## config.mk

```make
export PLATFORM = sky130hd
export DESIGN_NAME = dbg_halt_ctl
export DESIGN_NICKNAME = d
export VERILOG_FILES = /design/src/rtl/dbg_halt_pkg.sv /design/src/rtl/dbg_ctrl_reg.sv /design/src/rtl/dbg_cause_reg.sv /design/src/rtl/dbg_xfer.sv /design/src/rtl/dbg_halt_ctl.sv
export SDC_FILE = /design/constraint.sdc
export NUM_CORES = 1
export LEC_CHECK = 0
export BUFFER_PORTS_ARGS = -buffer_cell sky130_fd_sc_hd__buf_2
export CAP_MARGIN = 0
export CORE_ASPECT_RATIO = 0.8
export CORE_MARGIN = 2
export CORE_UTILIZATION = 25
export DETAILED_ROUTE_END_ITERATION = 8
export HOLD_SLACK_MARGIN = 0.03
export PLACE_DENSITY = 0.47
export SYNTH_ARGS = -nofsm -noshare
export SYNTH_HDL_FRONTEND = slang
export SYNTH_SLANG_ARGS = --single-unit
```

## constraint.sdc

```tcl
create_clock -name clk -period 2.8 [get_ports clk]
set_input_delay 0.56 -clock clk [delete_from_list [all_inputs] [get_ports clk]]
set_output_delay 0.56 -clock clk [all_outputs]
set_load 0.02 [all_outputs]
```

## src/rtl/dbg_halt_pkg.sv

```systemverilog
package dbg_halt_pkg;
  localparam logic [15:0] CTL_KEY = 16'hA05F;

  localparam logic [2:0] A_CTL   = 3'd0;
  localparam logic [2:0] A_CAUSE = 3'd1;
  localparam logic [2:0] A_SEL   = 3'd2;
  localparam logic [2:0] A_DATA  = 3'd3;
  localparam logic [2:0] A_MON   = 3'd4;

  // Status word bit positions (read side of address 0)
  localparam int B_RST_FLAG = 25;
  localparam int B_RET_FLAG = 24;
  localparam int B_LOCKUP   = 19;
  localparam int B_SLEEP    = 18;
  localparam int B_HALTED   = 17;
  localparam int B_READY    = 16;

  localparam int B_SEL_DIR  = 16;

  localparam int B_MON_WATCH = 24;
  localparam int B_MON_HF    = 10;
  localparam int B_MON_RST   = 0;

  typedef struct packed {
    logic mask;
    logic step;
    logic halt;
    logic en;
  } ctl_t;

  function automatic logic key_ok(input logic [15:0] key);
    return key == CTL_KEY;
  endfunction

  // Sticky bit update: set dominates clear
  function automatic logic sticky_next(input logic cur, input logic set, input logic clr);
    return set | (cur & ~clr);
  endfunction
endpackage

```

## src/rtl/dbg_ctrl_reg.sv

```systemverilog
module dbg_ctrl_reg
  import dbg_halt_pkg::*;
(
  input  logic        clk,
  input  logic        rst_n,
  input  logic        wr_en,
  input  logic [15:0] wr_key,
  input  logic [3:0]  wr_ctl,
  input  logic        rd_en,
  input  logic        core_reset,
  input  logic        core_retire,
  output ctl_t        ctl_q,
  output logic        rst_flag,
  output logic        ret_flag,
  output logic        key_reject
);
  logic key_accept;

  assign key_accept = wr_en & key_ok(wr_key);
  assign key_reject = wr_en & ~key_ok(wr_key);

  always_ff @(posedge clk or negedge rst_n) begin
    if (!rst_n) begin
      ctl_q    <= '0;
      rst_flag <= 1'b0;
      ret_flag <= 1'b0;
    end else begin
      if (key_accept) ctl_q <= ctl_t'(wr_ctl);
      rst_flag <= sticky_next(rst_flag, core_reset, rd_en);
      ret_flag <= sticky_next(ret_flag, core_retire, rd_en);
    end
  end
endmodule

```

## src/rtl/dbg_cause_reg.sv

```systemverilog
module dbg_cause_reg
  import dbg_halt_pkg::*;
#(
  parameter int N_CAUSE = 5
) (
  input  logic               clk,
  input  logic               rst_n,
  input  logic               wr_en,
  input  logic [N_CAUSE-1:0] wr_ones,
  input  logic [N_CAUSE-1:0] ev,
  output logic [N_CAUSE-1:0] cause_q
);
  for (genvar i = 0; i < N_CAUSE; i++) begin : g_bit
    logic clr;
    assign clr = wr_en & wr_ones[i];
    always_ff @(posedge clk or negedge rst_n) begin
      if (!rst_n) cause_q[i] <= 1'b0;
      else        cause_q[i] <= sticky_next(cause_q[i], ev[i], clr);
    end
  end
endmodule

```

## src/rtl/dbg_xfer.sv

```systemverilog
module dbg_xfer #(
  parameter int DW    = 32,
  parameter int IDX_W = 5
) (
  input  logic             clk,
  input  logic             rst_n,
  input  logic             sel_wr,
  input  logic             sel_dir,
  input  logic [IDX_W-1:0] sel_idx,
  input  logic             data_wr,
  input  logic [DW-1:0]    data_in,
  input  logic             done,
  input  logic [DW-1:0]    core_rdata,
  output logic             req,
  output logic             dir_q,
  output logic [IDX_W-1:0] idx_q,
  output logic [DW-1:0]    data_q,
  output logic             ready
);
  logic capture;

  assign capture = done & ~dir_q;

  always_ff @(posedge clk or negedge rst_n) begin
    if (!rst_n) begin
      req   <= 1'b0;
      dir_q <= 1'b0;
      idx_q <= '0;
      ready <= 1'b1;
    end else begin
      req <= sel_wr;
      if (sel_wr) begin
        dir_q <= sel_dir;
        idx_q <= sel_idx;
        ready <= 1'b0;
      end else if (done) begin
        ready <= 1'b1;
      end
    end
  end

  always_ff @(posedge clk or negedge rst_n) begin
    if (!rst_n)       data_q <= '0;
    else if (data_wr) data_q <= data_in;
    else if (capture) data_q <= core_rdata;
  end
endmodule

```

## src/rtl/dbg_halt_ctl.sv

```systemverilog
module dbg_halt_ctl
  import dbg_halt_pkg::*;
#(
  parameter int DW      = 32,
  parameter int AW      = 3,
  parameter int IDX_W   = 5,
  parameter int N_CAUSE = 5
) (
  input  logic               clk,
  input  logic               rst_n,
  input  logic               bus_sel,
  input  logic               bus_wr,
  input  logic [AW-1:0]      bus_addr,
  input  logic [DW-1:0]      bus_wdata,
  output logic [DW-1:0]      bus_rdata,
  input  logic               core_halted,
  input  logic               core_sleep,
  input  logic               core_lockup,
  input  logic               core_reset,
  input  logic               core_retire,
  input  logic               core_xfer_done,
  input  logic [DW-1:0]      core_xfer_rdata,
  input  logic [N_CAUSE-1:0] cause_ev,
  output logic               halt_req,
  output logic               step_req,
  output logic               mask_int,
  output logic               xfer_req,
  output logic               xfer_write,
  output logic [IDX_W-1:0]   xfer_index,
  output logic [DW-1:0]      xfer_wdata,
  output logic               watch_en,
  output logic               vc_hardfault,
  output logic               vc_reset
);
  // Named access strobes
  logic wr_ctl, wr_cause, wr_sel, wr_data, wr_mon, rd_ctl;
  assign wr_ctl   = bus_sel & bus_wr  & (bus_addr == AW'(A_CTL));
  assign wr_cause = bus_sel & bus_wr  & (bus_addr == AW'(A_CAUSE));
  assign wr_sel   = bus_sel & bus_wr  & (bus_addr == AW'(A_SEL));
  assign wr_data  = bus_sel & bus_wr  & (bus_addr == AW'(A_DATA));
  assign wr_mon   = bus_sel & bus_wr  & (bus_addr == AW'(A_MON));
  assign rd_ctl   = bus_sel & ~bus_wr & (bus_addr == AW'(A_CTL));

  ctl_t               ctl_q;
  logic               rst_flag, ret_flag, key_reject;
  logic [N_CAUSE-1:0] cause_q;
  logic               xfer_ready;
  logic               mon_watch, mon_hf, mon_rst;

  dbg_ctrl_reg u_ctrl (
    .clk        (clk),
    .rst_n      (rst_n),
    .wr_en      (wr_ctl),
    .wr_key     (bus_wdata[DW-1:DW-16]),
    .wr_ctl     (bus_wdata[3:0]),
    .rd_en      (rd_ctl),
    .core_reset (core_reset),
    .core_retire(core_retire),
    .ctl_q      (ctl_q),
    .rst_flag   (rst_flag),
    .ret_flag   (ret_flag),
    .key_reject (key_reject)
  );

  dbg_cause_reg #(.N_CAUSE(N_CAUSE)) u_cause (
    .clk    (clk),
    .rst_n  (rst_n),
    .wr_en  (wr_cause),
    .wr_ones(bus_wdata[N_CAUSE-1:0]),
    .ev     (cause_ev),
    .cause_q(cause_q)
  );

  dbg_xfer #(.DW(DW), .IDX_W(IDX_W)) u_xfer (
    .clk       (clk),
    .rst_n     (rst_n),
    .sel_wr    (wr_sel),
    .sel_dir   (bus_wdata[B_SEL_DIR]),
    .sel_idx   (bus_wdata[IDX_W-1:0]),
    .data_wr   (wr_data),
    .data_in   (bus_wdata),
    .done      (core_xfer_done),
    .core_rdata(core_xfer_rdata),
    .req       (xfer_req),
    .dir_q     (xfer_write),
    .idx_q     (xfer_index),
    .data_q    (xfer_wdata),
    .ready     (xfer_ready)
  );

  always_ff @(posedge clk or negedge rst_n) begin
    if (!rst_n) begin
      mon_watch <= 1'b0;
      mon_hf    <= 1'b0;
      mon_rst   <= 1'b0;
    end else if (wr_mon) begin
      mon_watch <= bus_wdata[B_MON_WATCH];
      mon_hf    <= bus_wdata[B_MON_HF];
      mon_rst   <= bus_wdata[B_MON_RST];
    end
  end

  assign watch_en     = mon_watch;
  assign vc_hardfault = mon_hf;
  assign vc_reset     = mon_rst;

  // Run-control requests gated by debug enable
  assign halt_req = ctl_q.en & ctl_q.halt;
  assign step_req = ctl_q.en & ctl_q.step;
  assign mask_int = ctl_q.en & ctl_q.mask;

  // Read words
  logic [DW-1:0] ctl_word, cause_word, sel_word, mon_word;
  always_comb begin
    ctl_word             = '0;
    ctl_word[3:0]        = ctl_q;
    ctl_word[B_READY]    = xfer_ready;
    ctl_word[B_HALTED]   = core_halted;
    ctl_word[B_SLEEP]    = core_sleep;
    ctl_word[B_LOCKUP]   = core_lockup;
    ctl_word[B_RET_FLAG] = ret_flag;
    ctl_word[B_RST_FLAG] = rst_flag;

    cause_word                = '0;
    cause_word[N_CAUSE-1:0]   = cause_q;

    sel_word                  = '0;
    sel_word[IDX_W-1:0]       = xfer_index;
    sel_word[B_SEL_DIR]       = xfer_write;

    mon_word                  = '0;
    mon_word[B_MON_WATCH]     = mon_watch;
    mon_word[B_MON_HF]        = mon_hf;
    mon_word[B_MON_RST]       = mon_rst;
  end

  always_comb begin
    bus_rdata = '0;
    if (bus_sel && !bus_wr) begin
      case (bus_addr)
        AW'(A_CTL):   bus_rdata = ctl_word;
        AW'(A_CAUSE): bus_rdata = cause_word;
        AW'(A_SEL):   bus_rdata = sel_word;
        AW'(A_DATA):  bus_rdata = xfer_wdata;
        AW'(A_MON):   bus_rdata = mon_word;
        default:      bus_rdata = '0;
      endcase
    end
  end
endmodule

```

### After elaboration in Yosys (flattened, before gate mapping)

Cells that the tools add are included.

| storage, ports and cells | value |
|---|---|
| bits of input ports | 82 |
| flip-flop bits (word level) | 54 |
| output and inout bits | 77 |

| cells by class | value |
|---|---|
| equal/unequal tests | 5 |
| reductions and logical operators | 5 |
| mux-type cells | 6 |
| bitwise logic cells | 40 |

Operator list:

| kind | number |
|---|---|
| $pmux W32 S5 | 1 |
| $mux W32 | 3 |
| $and A1 B1 Y1 | 25 |
| $eq A16 B16 Y1 const B | 1 |
| $not A1 Y1 | 8 |
| $or A1 B1 Y1 | 7 |
| $eq A3 B2 Y1 const B | 2 |
| $reduce_bool A2 Y1 | 2 |
| $eq A3 B1 Y1 const B | 1 |
| $eq A3 B3 Y1 const B | 1 |
| $logic_not A3 Y1 | 1 |
| $mux W1 | 2 |
| $logic_and A1 B1 Y1 | 1 |
| $logic_not A1 Y1 | 1 |

### Depth between registers and ports, before layout

| depth | value |
|---|---|
| depth after elaboration | 6 |
| mapped depth | 6 |
| depth with buffers taken out | 4 |

### Modules after synthesis

A second synthesis with hierarchy kept.

| unflattened totals | value |
|---|---|
| cells, all modules | 325 |
| area total of the unflattened synthesis | 3339.5 µm² |

By module, submodules not included:

| module | instances | cells an instance | area an instance (µm²) | sequential area each (µm²) |
|---|---|---|---|---|
| dbg_xfer | 1 | 197 | 2142.1 | 1002.2 |
| dbg_halt_ctl | 1 | 92 | 709.4 | 75.1 |
| dbg_ctrl_reg | 1 | 21 | 306.5 | 150.1 |
| dbg_cause_reg | 1 | 15 | 181.4 | 125.1 |

### Worst setup path after synthesis

OpenSTA, ideal clock, no wires.

| timing | value |
|---|---|
| path kind | input -> output |
| from | input bus_wr |
| to | output bus_rdata[11] |
| required time | 2.240 ns |
| path buffers | 1 |
| arrival | 1.583 ns |
| cell stages on the path | 5 |
| slack | 0.657 ns |
| path through | nand2b_1 -> or2_2 -> nor2_1 -> clkbuf_1 -> and2_1 |

| between the ends | value |
|---|---|
| word-level cells in the longest chain between the ends | 3 |

Ends and longest elaborated chain:

| what | line | RTL |
|---|---|---|
| from (decl) | dbg_halt_ctl.sv:12 | `input logic bus_wr,` |
| $logic_not A1 Y1 | dbg_halt_ctl.sv:139 | `if (bus_sel && !bus_wr) begin` |
| $logic_and A1 B1 Y1 | dbg_halt_ctl.sv:139 |  |
| $mux W32 | dbg_halt_ctl.sv:139 |  |
| to (decl) | dbg_halt_ctl.sv:15 | `output logic [DW-1:0] bus_rdata,` |

Every way passes these cells.

### Worst setup path in the final report

| timing | value |
|---|---|
| from | input bus_addr[0] |
| to | output bus_rdata[0] |

| between the ends | value |
|---|---|
| word-level cells in the longest chain between the ends | 3 |

Ends and longest elaborated chain:

| what | line | RTL |
|---|---|---|
| from (decl) | dbg_halt_ctl.sv:13 | `input logic [AW-1:0] bus_addr,` |
| $eq A3 B3 Y1, or another cell as far along | dbg_halt_ctl.sv:140 | `case (bus_addr)` |
| $pmux W32 S5 (*) | dbg_halt_ctl.sv:140 |  |
| $mux W32 (*) | dbg_halt_ctl.sv:139 |  |

Mark *: on every way between the ends. The rest lies on a longest branch, timed or not.

==> metrics.log <==
INFO  metric finalMaxSlewViolations = 0
INFO  metric layout-drive-gt1-share = 46.6%
INFO  metric yosys_warnings = 0
INFO  metric worst-slew-pin-transition = between 0.6 and 0.7 ns
INFO  metric antenna_found_initial = 0
INFO  metric setup_violations = 0
INFO  metric crit_share_post_route = 85.4%
INFO  metric route.vias.total = ~2600
INFO  metric place_ws = between 0.3 and 0.4 ns
INFO  metric max_cap_viol_count = 0
INFO  metric timing.final.crit_period = 2.39 ns
INFO  metric cp-startpoint = bus_addr[0]
INFO  metric cts_repair_resize_count = 0
INFO  metric cts_buffers = 5
INFO  metric overall_global_routing_usage = between 10% and 20%
INFO  metric max_clock_freq = roughly 420 MHz
INFO  metric cp.arrival = 1.83 ns
INFO  metric r2r_setup_slack = 1.26 ns
INFO  metric placeableCoreArea = 10900 µm²
INFO  metric p_clk_share = about 28%
INFO  metric final-hold-violation-count = 0
INFO  metric critical-path-slowest-cell = sky130_fd_sc_hd__mux2_2
INFO  metric clock_latency = 0.29 ns
INFO  metric ys_ff_latch = 54
INFO  metric r2r-start = u_xfer.dir_q
INFO  metric timing.critical_path.max_delay_family = buffers and inverters
INFO  metric holdBufCountCts = 0
INFO  metric critical_path.n_buffers_inverters = 2
INFO  metric final_critical_path_setup_slack = 0.410 ns
INFO  metric numPortBuffers = 158
INFO  metric utilization = 36.4%
INFO  metric grt_pass1_wl = 13800 µm
INFO  metric cpMostUsedCell = sky130_fd_sc_hd__buf_2
INFO  metric synth-seq-area-share = 47.8%
INFO  metric dr.pass1.iters = 4
INFO  metric total_power = between 2 and 3 mW
INFO  metric fin_skew = approximately 0.0068 ns
INFO  metric globalRouteOverflowTotal = 0
INFO  metric top_level_ports = 159
INFO  metric worst_ep_required_time = 2.24 ns
INFO  metric worstSetupEndpointType = output port
INFO  metric postSynthAreaPerCell = 10.4 µm²
INFO  metric wirelength = 8880 µm
INFO  metric rsz0062_at_grt = false
INFO  metric number_of_distinct_library_cells_after_synthesis = 31
INFO  metric crit_type = in -> out
INFO  metric syn-cell-area = 2830 µm²
INFO  metric num-nets-final = 510
INFO  metric starting_drt_drc_count = 77
INFO  metric timing.critical_path.from_type = input port
INFO  metric die_area = 12200 µm²
INFO  metric tritoncts = done
INFO  metric worst_hold_path_type = in -> async
INFO  metric cell_internal_pwr = 1.67 mW
INFO  metric post_route_antenna_net_violation_count = 0
INFO  metric total_setup_buffers_inserted_after_cts = 0
INFO  metric dp_hpwl = between 6000 and 7000 µm
INFO  metric post_synth_inst_count = 272
INFO  metric result_of_the_run = finished clean
INFO  metric irDropWorstVdd = 0.264 mV
INFO  metric clk_pin_slew_worst_paths = 0.07 ns
INFO  metric routed_wire_length_per_instance = 15.5 µm
INFO  metric switchingPower = 0.845 mW
INFO  metric power_switching_share = 33.6%
INFO  metric floorplan.initialDensity = 25.9%
INFO  metric clock_tree.root_cell = sky130_fd_sc_hd__clkbuf_16
INFO  metric first_global_vias = 2596
INFO  metric drc_errors = 0
INFO  metric crit_fanout = 14
INFO  metric route.detailed.vias_per_inst = roughly 4.5
INFO  metric p_leak = roughly 2.0 nW
INFO  metric clock_path_buffers = 2
INFO  metric clock-sinks = 54
INFO  metric power_density = 631 nW/µm²
INFO  metric setup_tns_final = 0 ns
INFO  metric die_h = 99.1 µm
INFO  metric r2r_end = u_xfer.data_q[8]
INFO  metric placement_rows = 34
INFO  metric timing.critical_path.cells = buf_2 > mux2_2 > a22oi_1 > o22ai_1 > nor2b_1 > buf_2
INFO  metric chipWidth = 123 µm
INFO  metric critical-path-max-stage-delay = 0.39 ns
INFO  metric grt_start_max_net_pins = 45
INFO  metric area_growth = 40.7%
INFO  metric worst_relative_slew_slack = 56.5%
INFO  metric antenna-diode-count = 0
INFO  metric reg2regPathDepth = 4
INFO  metric htreeDepth = 2
INFO  metric comb_power_share = a little under a third
INFO  metric syn_nets = 354
INFO  metric seqPwrFrac = 41.7%
INFO  metric gp_congestion = 0.734
-- state kept, by name (all words and copies together) (netlist names) --
| signal | cells |
|---|---|
| u_ctrl.ctl_q | 4 |
| u_ctrl.ret_flag | 1 |
| u_xfer.ready | 1 |
| u_xfer.idx_q | 5 |
| u_ctrl.rst_flag | 1 |
| vc_reset | 1 |
| u_xfer.req | 1 |
| u_xfer.dir_q | 1 |
| u_cause.cause_q | 5 |
| watch_en | 1 |
| u_xfer.data_q | 32 |
| vc_hardfault | 1 |
-- cells by family after synthesis --
group           after synthesis  synth area share, %
mux                          52                 20.5
compound gates               50                 10.3
flops                        54                 47.8
simple gates                 99                 18.6
buf+inv                      17                 2.79
-- cell type report --
cell class                 instances  area (µm²)
tap                              144         180
clock buffer                       6         129
sequential                        54        1350
timing repair buffer             166         876
multi-input combinational        201        1410
clock inverter                     2        37.5
fill                            1136        6950
-- cells in the mapped netlist --
| master | count | area, µm² |
|---|---|---|
| sky130_fd_sc_hd__nand4_1 | 3 | 18.8 |
| sky130_fd_sc_hd__nand2_1 | 40 | 150 |
| sky130_fd_sc_hd__nand3b_1 | 1 | 7.51 |
| sky130_fd_sc_hd__nor2_1 | 16 | 60.1 |
| sky130_fd_sc_hd__and4_1 | 1 | 8.76 |
| sky130_fd_sc_hd__nor4_4 | 1 | 21.3 |
| sky130_fd_sc_hd__nand3b_4 | 1 | 20.0 |
| sky130_fd_sc_hd__nor3b_1 | 1 | 7.51 |
| sky130_fd_sc_hd__dfrtp_1 | 53 | 1330 |
| sky130_fd_sc_hd__nor2b_1 | 4 | 25.0 |
| sky130_fd_sc_hd__nor2_2 | 1 | 6.26 |
| sky130_fd_sc_hd__or2_2 | 1 | 6.26 |
| sky130_fd_sc_hd__a21o_1 | 7 | 52.6 |
| sky130_fd_sc_hd__o22ai_1 | 1 | 6.26 |
| sky130_fd_sc_hd__nor3b_4 | 1 | 18.8 |
| sky130_fd_sc_hd__mux2i_1 | 32 | 320 |
| sky130_fd_sc_hd__a22oi_1 | 7 | 52.6 |
| sky130_fd_sc_hd__o21a_1 | 1 | 7.51 |
| sky130_fd_sc_hd__buf_2 | 9 | 45.0 |
| sky130_fd_sc_hd__mux4_2 | 3 | 67.6 |
| sky130_fd_sc_hd__dfstp_2 | 1 | 26.3 |
| sky130_fd_sc_hd__nor4_1 | 1 | 6.26 |
| sky130_fd_sc_hd__nand2b_1 | 3 | 18.8 |
| sky130_fd_sc_hd__and2_1 | 24 | 150 |
| sky130_fd_sc_hd__mux2_2 | 17 | 191 |
| sky130_fd_sc_hd__a21oi_1 | 1 | 5.00 |
| sky130_fd_sc_hd__a32oi_1 | 1 | 8.76 |
| sky130_fd_sc_hd__o21ai_0 | 32 | 160 |
| sky130_fd_sc_hd__clkbuf_1 | 6 | 22.5 |
| sky130_fd_sc_hd__buf_1 | 1 | 3.75 |
| sky130_fd_sc_hd__buf_4 | 1 | 7.51 |
-- stage by stage --
step	hold slack (ns)	instances	instance area (µm²)
after global placement	0.455	565	3810
after global routing	0.355	573	3980
after CTS	0.316	573	3980
final	0.300	573	3980
after floorplan	0.264	272	2830
after detailed placement	0.466	565	3810
-- worst max path at each step --
stage	endpoint	slack (ns)	cells after the start
final	bus_rdata[0]	0.41	6
after global routing	bus_rdata[28]	0.31	7
after CTS	bus_rdata[0]	0.39	6
after detailed placement	bus_rdata[0]	0.39	6
after global placement	bus_rdata[0]	0.42	6
after floorplan	bus_rdata[11]	0.66	5
-- placed cells by master, fill, tap and decap left out, types with 7 or more instances in the layout --
| cell type | netlist | routed |
|---|---|---|
| sky130_fd_sc_hd__buf_2 | 9 | 158 |
| sky130_fd_sc_hd__dfrtp_1 | 53 | 53 |
| sky130_fd_sc_hd__nand2_1 | 40 | 40 |
| sky130_fd_sc_hd__mux2i_1 | 32 | 32 |
| sky130_fd_sc_hd__o21ai_0 | 32 | 32 |
| sky130_fd_sc_hd__and2_1 | 24 | 24 |
| sky130_fd_sc_hd__mux2_2 | 17 | 17 |
| sky130_fd_sc_hd__nor2_1 | 16 | 16 |
| sky130_fd_sc_hd__a22oi_1 | 7 | 7 |
| sky130_fd_sc_hd__a21o_1 | 7 | 7 |
-- power groups by stage --
stage,Sequential [mW],Clock (mW),Combinational [mW]
6_report,1.05,0.709,0.754
3_3_place_gp,1.06,0,0.758
5_1_grt,1.07,0.754,0.819
3_5_place_dp,1.07,0,0.764
4_1_cts,1.05,0.732,0.764
2_1_floorplan,1.22,0,0.268
-- layer usage --
metal / up-vias / track usage [%] / wire, µm
met1: 1238 / 21.9 / 4480
met3: 2 / 3.04 / 645
met5: - / 0 / 0
met2: 101 / 22.1 / 3740
met4: 0 / 1.59 / 17
li1: 1258 / - / -
(Power assumes the default switching activity.)
